==> config.mk <==
export PLATFORM = sky130hd
export DESIGN_NAME = hint_aggregator
export DESIGN_NICKNAME = d
export VERILOG_FILES = /design/src/rtl/hint_pkg.sv /design/src/rtl/hint_status_bank.sv /design/src/rtl/hint_mask_reg.sv /design/src/rtl/hint_read_mux.sv /design/src/rtl/hint_aggregator.sv
export SDC_FILE = /design/constraint.sdc
export NUM_CORES = 1
export LEC_CHECK = 0
export ABC_AREA = 0
export BUFFER_PORTS_ARGS = -buffer_cell sky130_fd_sc_hd__buf_2
export CAP_MARGIN = 20
export CELL_PAD_IN_SITES_DETAIL_PLACEMENT = 1
export CELL_PAD_IN_SITES_GLOBAL_PLACEMENT = 2
export CORE_UTILIZATION = 30
export CTS_CLUSTER_DIAMETER = 150
export DETAILED_ROUTE_END_ITERATION = 8
export HOLD_SLACK_MARGIN = 0.03
export PLACE_DENSITY = 0.76
export SYNTH_ARGS = -nofsm -noshare
export SYNTH_HDL_FRONTEND = slang
export SYNTH_HIERARCHICAL = 1
export SYNTH_SLANG_ARGS = --single-unit
export TNS_END_PERCENT = 5
==> constraint.sdc <==
create_clock -name clk -period 1.4 [get_ports clk]
set_input_delay 0.14 -clock clk [delete_from_list [all_inputs] [get_ports clk]]
set_output_delay 0.14 -clock clk [all_outputs]
set_load 0.02 [all_outputs]
==> src/rtl/hint_pkg.sv <==
package hint_pkg;
   // register map (decoded by the top)
   localparam int unsigned ADR_MASK = 0;
   localparam int unsigned ADR_MSET = 1;
   localparam int unsigned ADR_MCLR = 2;
   localparam int unsigned ADR_PEEK = 3;
   localparam int unsigned ADR_TAKE = 4;
   localparam int unsigned ADR_ACK  = 5;

   // default source positions
   localparam int unsigned SRC_RX0_DATA  = 0;
   localparam int unsigned SRC_TX_DATA   = 1;
   localparam int unsigned SRC_TX_XFER   = 2;
   localparam int unsigned SRC_RX1_DATA  = 3;
   localparam int unsigned SRC_RX_XFER   = 4;
   localparam int unsigned SRC_MBOX_A    = 5;
   localparam int unsigned SRC_MBOX_B    = 6;
   localparam int unsigned SRC_WAKE      = 7;
   localparam int unsigned SRC_TRACE_A   = 8;
   localparam int unsigned SRC_TRACE_B   = 9;
   localparam int unsigned SRC_CMD_DONE  = 10;
   localparam int unsigned SRC_INIT_DONE = 14;

   typedef struct packed {
      logic mask_wr;
      logic mask_set;
      logic mask_clr;
      logic ack_wr;
      logic take_rd;
   } hint_strobe_t;
endpackage

==> src/rtl/hint_status_bank.sv <==
module hint_status_bank #(
   parameter int unsigned NUM_SRC = 16
) (
   input  logic               clk,
   input  logic               rst_n,
   input  logic [NUM_SRC-1:0] evt,
   input  logic               ack_wr,
   input  logic [NUM_SRC-1:0] ack_bits,
   input  logic               take,
   output logic [NUM_SRC-1:0] status
);
   logic [NUM_SRC-1:0] clr_vec;

   always_comb begin
      clr_vec = '0;
      if (ack_wr) clr_vec = clr_vec | ack_bits;
      if (take)   clr_vec = '1;
   end

   for (genvar i = 0; i < NUM_SRC; i++) begin : g_bit
      always_ff @(posedge clk) begin
         if (!rst_n)          status[i] <= 1'b0;
         else if (evt[i])     status[i] <= 1'b1;
         else if (clr_vec[i]) status[i] <= 1'b0;
      end
   end

   a_r2_evt_sets: assert property (@(posedge clk) disable iff (!rst_n)
      1'b1 |=> (status & $past(evt)) == $past(evt));
   a_r7_take_clears: assert property (@(posedge clk) disable iff (!rst_n)
      take |=> status == $past(evt));
   a_r8_ack_clears: assert property (@(posedge clk) disable iff (!rst_n)
      ack_wr && !take |=> (status & $past(ack_bits & ~evt)) == '0);
   a_r6_hold: assert property (@(posedge clk) disable iff (!rst_n)
      !take && !ack_wr && evt == '0 |=> $stable(status));
endmodule

==> src/rtl/hint_mask_reg.sv <==
module hint_mask_reg #(
   parameter int unsigned NUM_SRC = 16,
   parameter logic [NUM_SRC-1:0] MASK_RST = NUM_SRC'(1)
) (
   input  logic               clk,
   input  logic               rst_n,
   input  logic               wr_full,
   input  logic               wr_set,
   input  logic               wr_clr,
   input  logic [NUM_SRC-1:0] wbits,
   output logic [NUM_SRC-1:0] mask
);
   for (genvar i = 0; i < NUM_SRC; i++) begin : g_bit
      always_ff @(posedge clk) begin
         if (!rst_n)                  mask[i] <= MASK_RST[i];
         else if (wr_full)            mask[i] <= wbits[i];
         else if (wr_set && wbits[i]) mask[i] <= 1'b1;
         else if (wr_clr && wbits[i]) mask[i] <= 1'b0;
      end
   end

   a_r3_full_write: assert property (@(posedge clk) disable iff (!rst_n)
      wr_full |=> mask == $past(wbits));
   a_r4_set_alias: assert property (@(posedge clk) disable iff (!rst_n)
      wr_set && !wr_full |=> mask == ($past(mask) | $past(wbits)));
   a_r5_clr_alias: assert property (@(posedge clk) disable iff (!rst_n)
      wr_clr && !wr_full |=> mask == ($past(mask) & ~$past(wbits)));
   a_r11_mask_idle: assert property (@(posedge clk) disable iff (!rst_n)
      !wr_full && !wr_set && !wr_clr |=> $stable(mask));
endmodule

==> src/rtl/hint_read_mux.sv <==
module hint_read_mux #(
   parameter int unsigned NUM_SRC = 16,
   parameter int unsigned DATA_W  = 32,
   parameter int unsigned ADDR_W  = 3
) (
   input  logic               clk,
   input  logic               rst_n,
   input  logic               rd_en,
   input  logic [ADDR_W-1:0]  addr,
   input  logic [NUM_SRC-1:0] mask,
   input  logic [NUM_SRC-1:0] status,
   output logic [DATA_W-1:0]  rdata
);
   import hint_pkg::*;
   logic [DATA_W-1:0] sel;

   always_comb begin
      sel = '0;
      if (addr == ADDR_W'(ADR_MASK))
         sel = DATA_W'(mask);
      else if (addr == ADDR_W'(ADR_PEEK) || addr == ADDR_W'(ADR_TAKE))
         sel = DATA_W'(status);
   end

   always_ff @(posedge clk) begin
      if (!rst_n)     rdata <= '0;
      else if (rd_en) rdata <= sel;
   end

   a_r6_peek_value: assert property (@(posedge clk) disable iff (!rst_n)
      rd_en && addr == ADDR_W'(ADR_PEEK) |=> rdata == DATA_W'($past(status)));
   a_r12_hold: assert property (@(posedge clk) disable iff (!rst_n)
      !rd_en |=> $stable(rdata));
   a_r12_unmapped: assert property (@(posedge clk) disable iff (!rst_n)
      rd_en && addr > ADDR_W'(ADR_ACK) |=> rdata == '0);
endmodule

==> src/rtl/hint_aggregator.sv <==
module hint_aggregator #(
   parameter int unsigned NUM_SRC = 16,
   parameter int unsigned DATA_W  = 32,
   parameter int unsigned ADDR_W  = 3,
   parameter logic [NUM_SRC-1:0] MASK_RST = NUM_SRC'(1)
) (
   input  logic               clk,
   input  logic               rst_n,
   input  logic [NUM_SRC-1:0] src_evt,
   input  logic [ADDR_W-1:0]  reg_addr,
   input  logic               reg_wr_en,
   input  logic               reg_rd_en,
   input  logic [DATA_W-1:0]  reg_wdata,
   output logic [DATA_W-1:0]  reg_rdata,
   input  logic               irq_active_low,
   output logic               host_irq
);
   import hint_pkg::*;

   if (NUM_SRC > DATA_W) begin : g_bad_width
      $error("hint_aggregator: NUM_SRC must not exceed DATA_W");
   end
   if (ADDR_W < 3) begin : g_bad_addr
      $error("hint_aggregator: ADDR_W must be at least 3");
   end

   hint_strobe_t       stb;
   logic [NUM_SRC-1:0] wbits;
   logic [NUM_SRC-1:0] status;
   logic [NUM_SRC-1:0] mask;
   logic               pending;

   assign wbits = reg_wdata[NUM_SRC-1:0];

   always_comb begin
      stb          = '0;
      stb.mask_wr  = reg_wr_en && reg_addr == ADDR_W'(ADR_MASK);
      stb.mask_set = reg_wr_en && reg_addr == ADDR_W'(ADR_MSET);
      stb.mask_clr = reg_wr_en && reg_addr == ADDR_W'(ADR_MCLR);
      stb.ack_wr   = reg_wr_en && reg_addr == ADDR_W'(ADR_ACK);
      stb.take_rd  = reg_rd_en && reg_addr == ADDR_W'(ADR_TAKE);
   end

   hint_status_bank #(.NUM_SRC(NUM_SRC)) u_status (
      .clk      (clk),
      .rst_n    (rst_n),
      .evt      (src_evt),
      .ack_wr   (stb.ack_wr),
      .ack_bits (wbits),
      .take     (stb.take_rd),
      .status   (status)
   );

   hint_mask_reg #(.NUM_SRC(NUM_SRC), .MASK_RST(MASK_RST)) u_mask (
      .clk     (clk),
      .rst_n   (rst_n),
      .wr_full (stb.mask_wr),
      .wr_set  (stb.mask_set),
      .wr_clr  (stb.mask_clr),
      .wbits   (wbits),
      .mask    (mask)
   );

   hint_read_mux #(.NUM_SRC(NUM_SRC), .DATA_W(DATA_W), .ADDR_W(ADDR_W)) u_rd (
      .clk    (clk),
      .rst_n  (rst_n),
      .rd_en  (reg_rd_en),
      .addr   (reg_addr),
      .mask   (mask),
      .status (status),
      .rdata  (reg_rdata)
   );

   assign pending  = |(status & ~mask);
   assign host_irq = pending ^ irq_active_low;

   a_r12_one_write: assert property (@(posedge clk) disable iff (!rst_n)
      $onehot0({stb.mask_wr, stb.mask_set, stb.mask_clr, stb.ack_wr}));
   a_r11_status_untouched: assert property (@(posedge clk) disable iff (!rst_n)
      (stb.mask_wr || stb.mask_set || stb.mask_clr) && src_evt == '0 && !stb.take_rd
      |=> $stable(status));
   a_r12_ro_write: assert property (@(posedge clk) disable iff (!rst_n)
      reg_wr_en && reg_addr >= ADDR_W'(ADR_PEEK) && reg_addr != ADDR_W'(ADR_ACK)
      && !reg_rd_en |=> $stable(mask));
endmodule

# Word-level counts from Yosys, hierarchy flattened

Cells that the tools add are included.
Widths: inputs -> output; s select.

Input port bits: 56
Bits in registers: 64
Output and inout bits: 33
Word-level logic and storage cells: 197

Bitwise logic cells: 3
Reductions and logical operators: 72
Eq/ne operators: 5
Mux-type cells: 84

Operator list:

| cell               | count |
|---|---|
| $mux 1             | 80 |
| $mux 16            | 3 |
| $reduce_bool 3->1  | 16 |
| $logic_and 1x1->1  | 37 |
| $mux 32            | 1 |
| $reduce_bool 2->1  | 16 |
| $and 16x16->16     | 1 |
| $not 16->16        | 1 |
| $reduce_or 16->1   | 1 |
| $eq 3x2->1 const B | 2 |
| $eq 3x3->1 const B | 2 |
| $eq 3x1->1 const B | 1 |
| $logic_not 3->1    | 1 |
| $logic_or 1x1->1   | 1 |
| $xor 1x1->1        | 1 |

# Depth between registers and ports, before layout

Depth after elaboration: 6
Depth in mapped cells: 6

# By module

Netlist, hierarchy kept.

Modules (own cells, without submodules):

| module           | area an instance (µm²) | sequential area each (µm²) | cells each | instances |
|---|---|---|---|---|
| hint_read_mux    | 1,086.0                | 320.3                      | 124        | 1 |
| hint_mask_reg    | 775.7                  | 320.3                      | 87         | 1 |
| hint_status_bank | 733.2                  | 320.3                      | 70         | 1 |
| hint_aggregator  | 201.4                  | 0.0                        | 27         | 1 |

# Worst setup path after synthesis

No wires, ideal clock.

Kind: input -> register
Start point: input port reg_addr[2]
End point: register u_mask.mask[4]
Arrival: 1.260 ns
Path slack: 0.074 ns
Stages: 6
Buffers on the path: 2
Data required time: 1.334 ns
Path through: nor4b_1 -> or2_1 -> buf_6 -> buf_12 -> nand2_1 -> a21boi_2

Cells in the longest elaborated chain, start to end: 5

Ends and longest elaborated chain:

| item                          | line                  | source |
|---|---|---|
| start, declared               | hint_aggregator.sv:10 | `input logic [ADDR_W-1:0] reg_addr,` |
| $eq 3x1->1                    | hint_aggregator.sv:38 | `stb.mask_set = reg_wr_en && reg_addr == ADDR_W'(ADR_MSET);` |
| $logic_and 1x1->1             | hint_aggregator.sv:38 |  |
| $logic_and 1x1->1             | hint_mask_reg.sv:17   | `else if (wr_set && wbits[i]) mask[i] <= 1'b1;` |
| $mux 1                        | hint_mask_reg.sv:17   |  |
| $mux 1                        | hint_mask_reg.sv:16   | `else if (wr_full) mask[i] <= wbits[i];` |
| end signal, assigned by index | hint_mask_reg.sv:15   | `if (!rst_n) mask[i] <= MASK_RST[i];` |
| end signal, assigned by index | hint_mask_reg.sv:16   |  |
| end, declared                 | hint_mask_reg.sv:11   | `output logic [NUM_SRC-1:0] mask` |

Several ways; a longest one is shown, not always the timed one.
A chain may end at the register's enable or synchronous reset.

# Worst setup path in the final report

Start point: register u_mask.mask[10]
End point: output port host_irq

Cells in the longest elaborated chain, start to end: 4

Ends and longest elaborated chain:

| item             | line                  | source |
|---|---|---|
| $not 16->16      | hint_aggregator.sv:74 | `assign pending = \|(status & ~mask);` |
| $and 16x16->16   | hint_aggregator.sv:74 |  |
| $reduce_or 16->1 | hint_aggregator.sv:74 |  |
| $xor 1x1->1      | hint_aggregator.sv:75 | `assign host_irq = pending ^ irq_active_low;` |
| end, declared    | hint_aggregator.sv:16 | `output logic host_irq` |

Every way passes these cells.

==> metrics.csv <==
stage,metric,value,unit
detailed_routing,routed vias/inst,4.60,
final_layout,most frequent cells in the layout,"sky130_fd_sc_hd__nand2_1 (56), sky130_fd_sc_hd__buf_2 (55), sky130_fd_sc_hd__buf_4 (41), sky130_fd_sc_hd__dfxtp_1 (41), sky130_fd_sc_hd__inv_1 (21)",
worst_setup_path,Worst Path Max Fanout,2,
detailed_routing,DR WL/cell,15.3,um
min_path,Worst Hold Path EP,u_status/status[6],
worst_setup_path,crit start category,flip-flop,
place,Worst Setup Slack post-DPL,-0.0965,ns
cts,latest clock arrival within the worst-skew pair,0.31,ns
die,Initial Util,31.5,%
synth,flip-flop and latch count after synthesis,48,
power_and_ir_drop,power per cell area,857,nW/um2
final_layout,multi-input combinational cell area,1640,um2
die,die area,9710,um2
final_layout,area added between synthesis and finish,27.9,%
cts,clock input transition at the sequential cells of the worst setup and hold paths,0.09,ns
sta,setup slack after layout,-0.281,ns
detailed_routing,DRC violation count after routing,0,
synth,synthesized instance count,308,
die,I/O pin count,89,
sta,final hold violation count,0,
job,max_cap viols,0,
detailed_routing,number of detailed-route iterations in the first pass,6,
final_layout,cell area after layout,3580,um2
die,Die Span Y,98.5,um
synth,Synth Warn #,6,
sta,Final Skew,0.00397,ns
final_layout,number of fill cells,1053,
detailed_routing,number of DRC markers in iteration 0,108,
synth,"FFs w/ async S/R, synth",0,%
global_route,number of global-route vias before repair,2383,
sta,RSZ-0062 raised after global routing,true,
global_route,combined global-route utilization of all metal layers,16.6,%
global_route,pin count of the biggest net entering global routing,33,
sta,minimum period implied by the final worst setup slack,1.68,ns
global_route,GR Overflow Total,0,
synth,number of distinct standard cells referenced by the synthesized netlist,37,
worst_setup_path,r2r endpoint,u_rd/rdata[4],
power_and_ir_drop,total leakage power,1.44,nW
global_route,antenna violations before repair,0,
die,Core Box Area,8890,um2
worst_setup_path,data arrival time of the worst path,1.54,ns
min_path,worst min-delay path category,primary input to flip-flop,
power_and_ir_drop,maximum VDD drop,0.336,mV
worst_setup_path,"Data required, critical path",1.26,ns
min_path,beginning of the worst hold path,src_evt[6],
cts,CTS buffer count,5,
cts,H-tree levels,2,
global_route,wire length of the first global-routing pass,12600,um
worst_setup_path,"Worst Path Class, Setup",flip-flop to output port,
status,result of the run,"finished, violations left",
synth,"EDFF count, synth",0,
cts,CTS Buffer Depth,2,
cts,clock sink total,48,
detailed_routing,final routed wirelength across all metal layers,7660,um
sta,final clock period utilization by the worst path,120,%
status,violated checks,negative setup slack,
cts,clock tree root buffer cell,sky130_fd_sc_hd__clkbuf_8,
synth,portion of the post-synthesis area used by sequential elements,34.4,%
synth,Post-Synthesis Cell Area,2800,um2
worst_setup_path,capturing element type of the critical path,output port,
synth,synthesized area per cell,9.08,um2
sta,setup-violating endpoint count in the final report,1,
worst_setup_path,startpoint of the worst register-to-register path,u_mask/mask[4],
place,number of buffers inserted by port buffering,56,
detailed_routing,Vias,2311,
place,weighted congestion at the end of routability-driven global placement,0.772,
final_layout,fraction of final layout cells sized beyond drive strength 1,46.4,%
cts,clock tree from TritonCTS,yes,
min_path,Cells on Worst Hold Path,2,
synth,leading register cell type out of synthesis,sky130_fd_sc_hd__dfxtp_1,
place,total half-perimeter wirelength after legalization and detailed placement,5730,um
worst_setup_path,number of cells traversed by the worst register-to-register path,5,
sta,final count of pins violating max slew,0,
sta,Max Fclk,0.595,GHz
place,placed cell area,3360,um2
final_layout,most common library cell in the layout ignoring fill and taps,sky130_fd_sc_hd__nand2_1,
worst_setup_path,register-to-register path setup slack,0.28,ns
final_layout,number of nets at the end of the flow,449,
die,die width,98.5,um
die,number of core rows,34,
final_layout,Reg area,970,um2
final_layout,number of inserted diodes,0,
detailed_routing,post-detailed-route count of antenna-violating nets,0,
-- critical path, stage by stage, from the launching register on --
cell                        delay (ns)
sky130_fd_sc_hd__dfxtp_2          0.34
sky130_fd_sc_hd__nand2b_4         0.13
sky130_fd_sc_hd__o2111ai_2        0.17
sky130_fd_sc_hd__nor4_4           0.29
sky130_fd_sc_hd__xnor2_1          0.15
sky130_fd_sc_hd__buf_4            0.16
-- cell type report --
type	instances	share of cell area (%)
Clock buffer	6	2.31
Clock inverter	2	0.280
Inverter	21	2.20
Multi-Input combinational cell	217	45.8
Sequential cell	48	27.1
Tap cell	108	3.78
Timing Repair Buffer	100	18.5
-- per-stage QoR --
stage | TNS (ns) | power (W) | cells | util [%] | hold slack (ns)
2_1_floorplan | 0 | 0.00194 | 323 | - | 0.257
3_3_place_gp | -0.125 | 0.00217 | 493 | 37.7 | 0.350
3_5_place_dp | -0.197 | 0.00218 | 493 | 37.7 | 0.353
4_1_cts | -0.311 | 0.00309 | 502 | 40.1 | 0.0309
5_1_grt | -0.375 | 0.00322 | 502 | 40.2 | 0.0325
6_report | -0.281 | 0.00307 | 502 | 40.2 | 0.0342
-- kinds of logic (layout without fill, tap and decap cells) --
kind of cell	count (synthesis)	count (layout)	share of synthesized area, %
compound gates	84	84	26.1
xor+xnor	1	1	0.313
buf+inv	58	129	13.8
flops	48	48	34.4
mux	16	16	6.44
simple gates	100	100	18.9
other cells	1	16	0.134
-- power breakdown --
part | leakage, nW | switching, W | total [W] | internal (W)
logic | 0.991 | 0.000379 | 0.000706 | 0.000327
clock network | 0.0510 | 0.000469 | 0.000864 | 0.000395
registers | 0.400 | 0.0000508 | 0.00150 | 0.00144
-- synth_stat cells (all sizes together) (3+ instances only) --
cell	instances	area share [%]
clkbuf	6	0.85
nand3b	14	3.8
inv	21	2.8
nor4bb	3	1.1
a21boi	14	5.0
o21ai	16	2.9
o2111ai	4	1.5
dfxtp	48	34
nand2	63	9.1
a31oi	16	5.8
a211oi	16	6.1
buf	31	10
nand2b	12	2.7
mux2	16	6.4
o21a	16	4.3
-- worst max-delay path by stage --
stage                    startpoint        endpoint  slack, ns  depth (start not counted)
floorplan               reg_addr[2]  u_mask/mask[4]       0.07                          6
detailed placement  u_mask/mask[12]        host_irq       -0.1                          5
finish              u_mask/mask[10]        host_irq      -0.28                          5
global placement    u_mask/mask[12]        host_irq      -0.08                          5
CTS                  u_mask/mask[9]        host_irq      -0.31                          5
global route         u_mask/mask[4]        host_irq      -0.38                          5
-- flip-flops by register name, summed over array words and instances, names as in the netlist --
signal,count
u_mask/mask,16
u_rd/rdata,16
u_status/status,16
-- metal layers --
metal  part of all wire, %  track usage (%)  vias to the layer above  routed length (um)
met4                   1.0             4.13                        0                  78
li1                      -                -                     1194                   -
met2                    46             28.2                       56                3550
met5                     0                0                        -                   0
met3                   3.8             2.48                        5                 289
met1                    49             22.1                     1056                3740
-- repair_timing --
| item | CTS | global route |
|---|---|---|
| gates cloned | 0 | 0 |
| hold endpoints to repair | 0 | 0 |
| hold buffers | 0 | 0 |
| setup buffers | 1 | 0 |
| resized for setup | 18 | 4 |
| endpoints found under the setup margin | 1 | 1 |
| pin swaps | 4 | 1 |
Power figures use the tool's default switching activity.
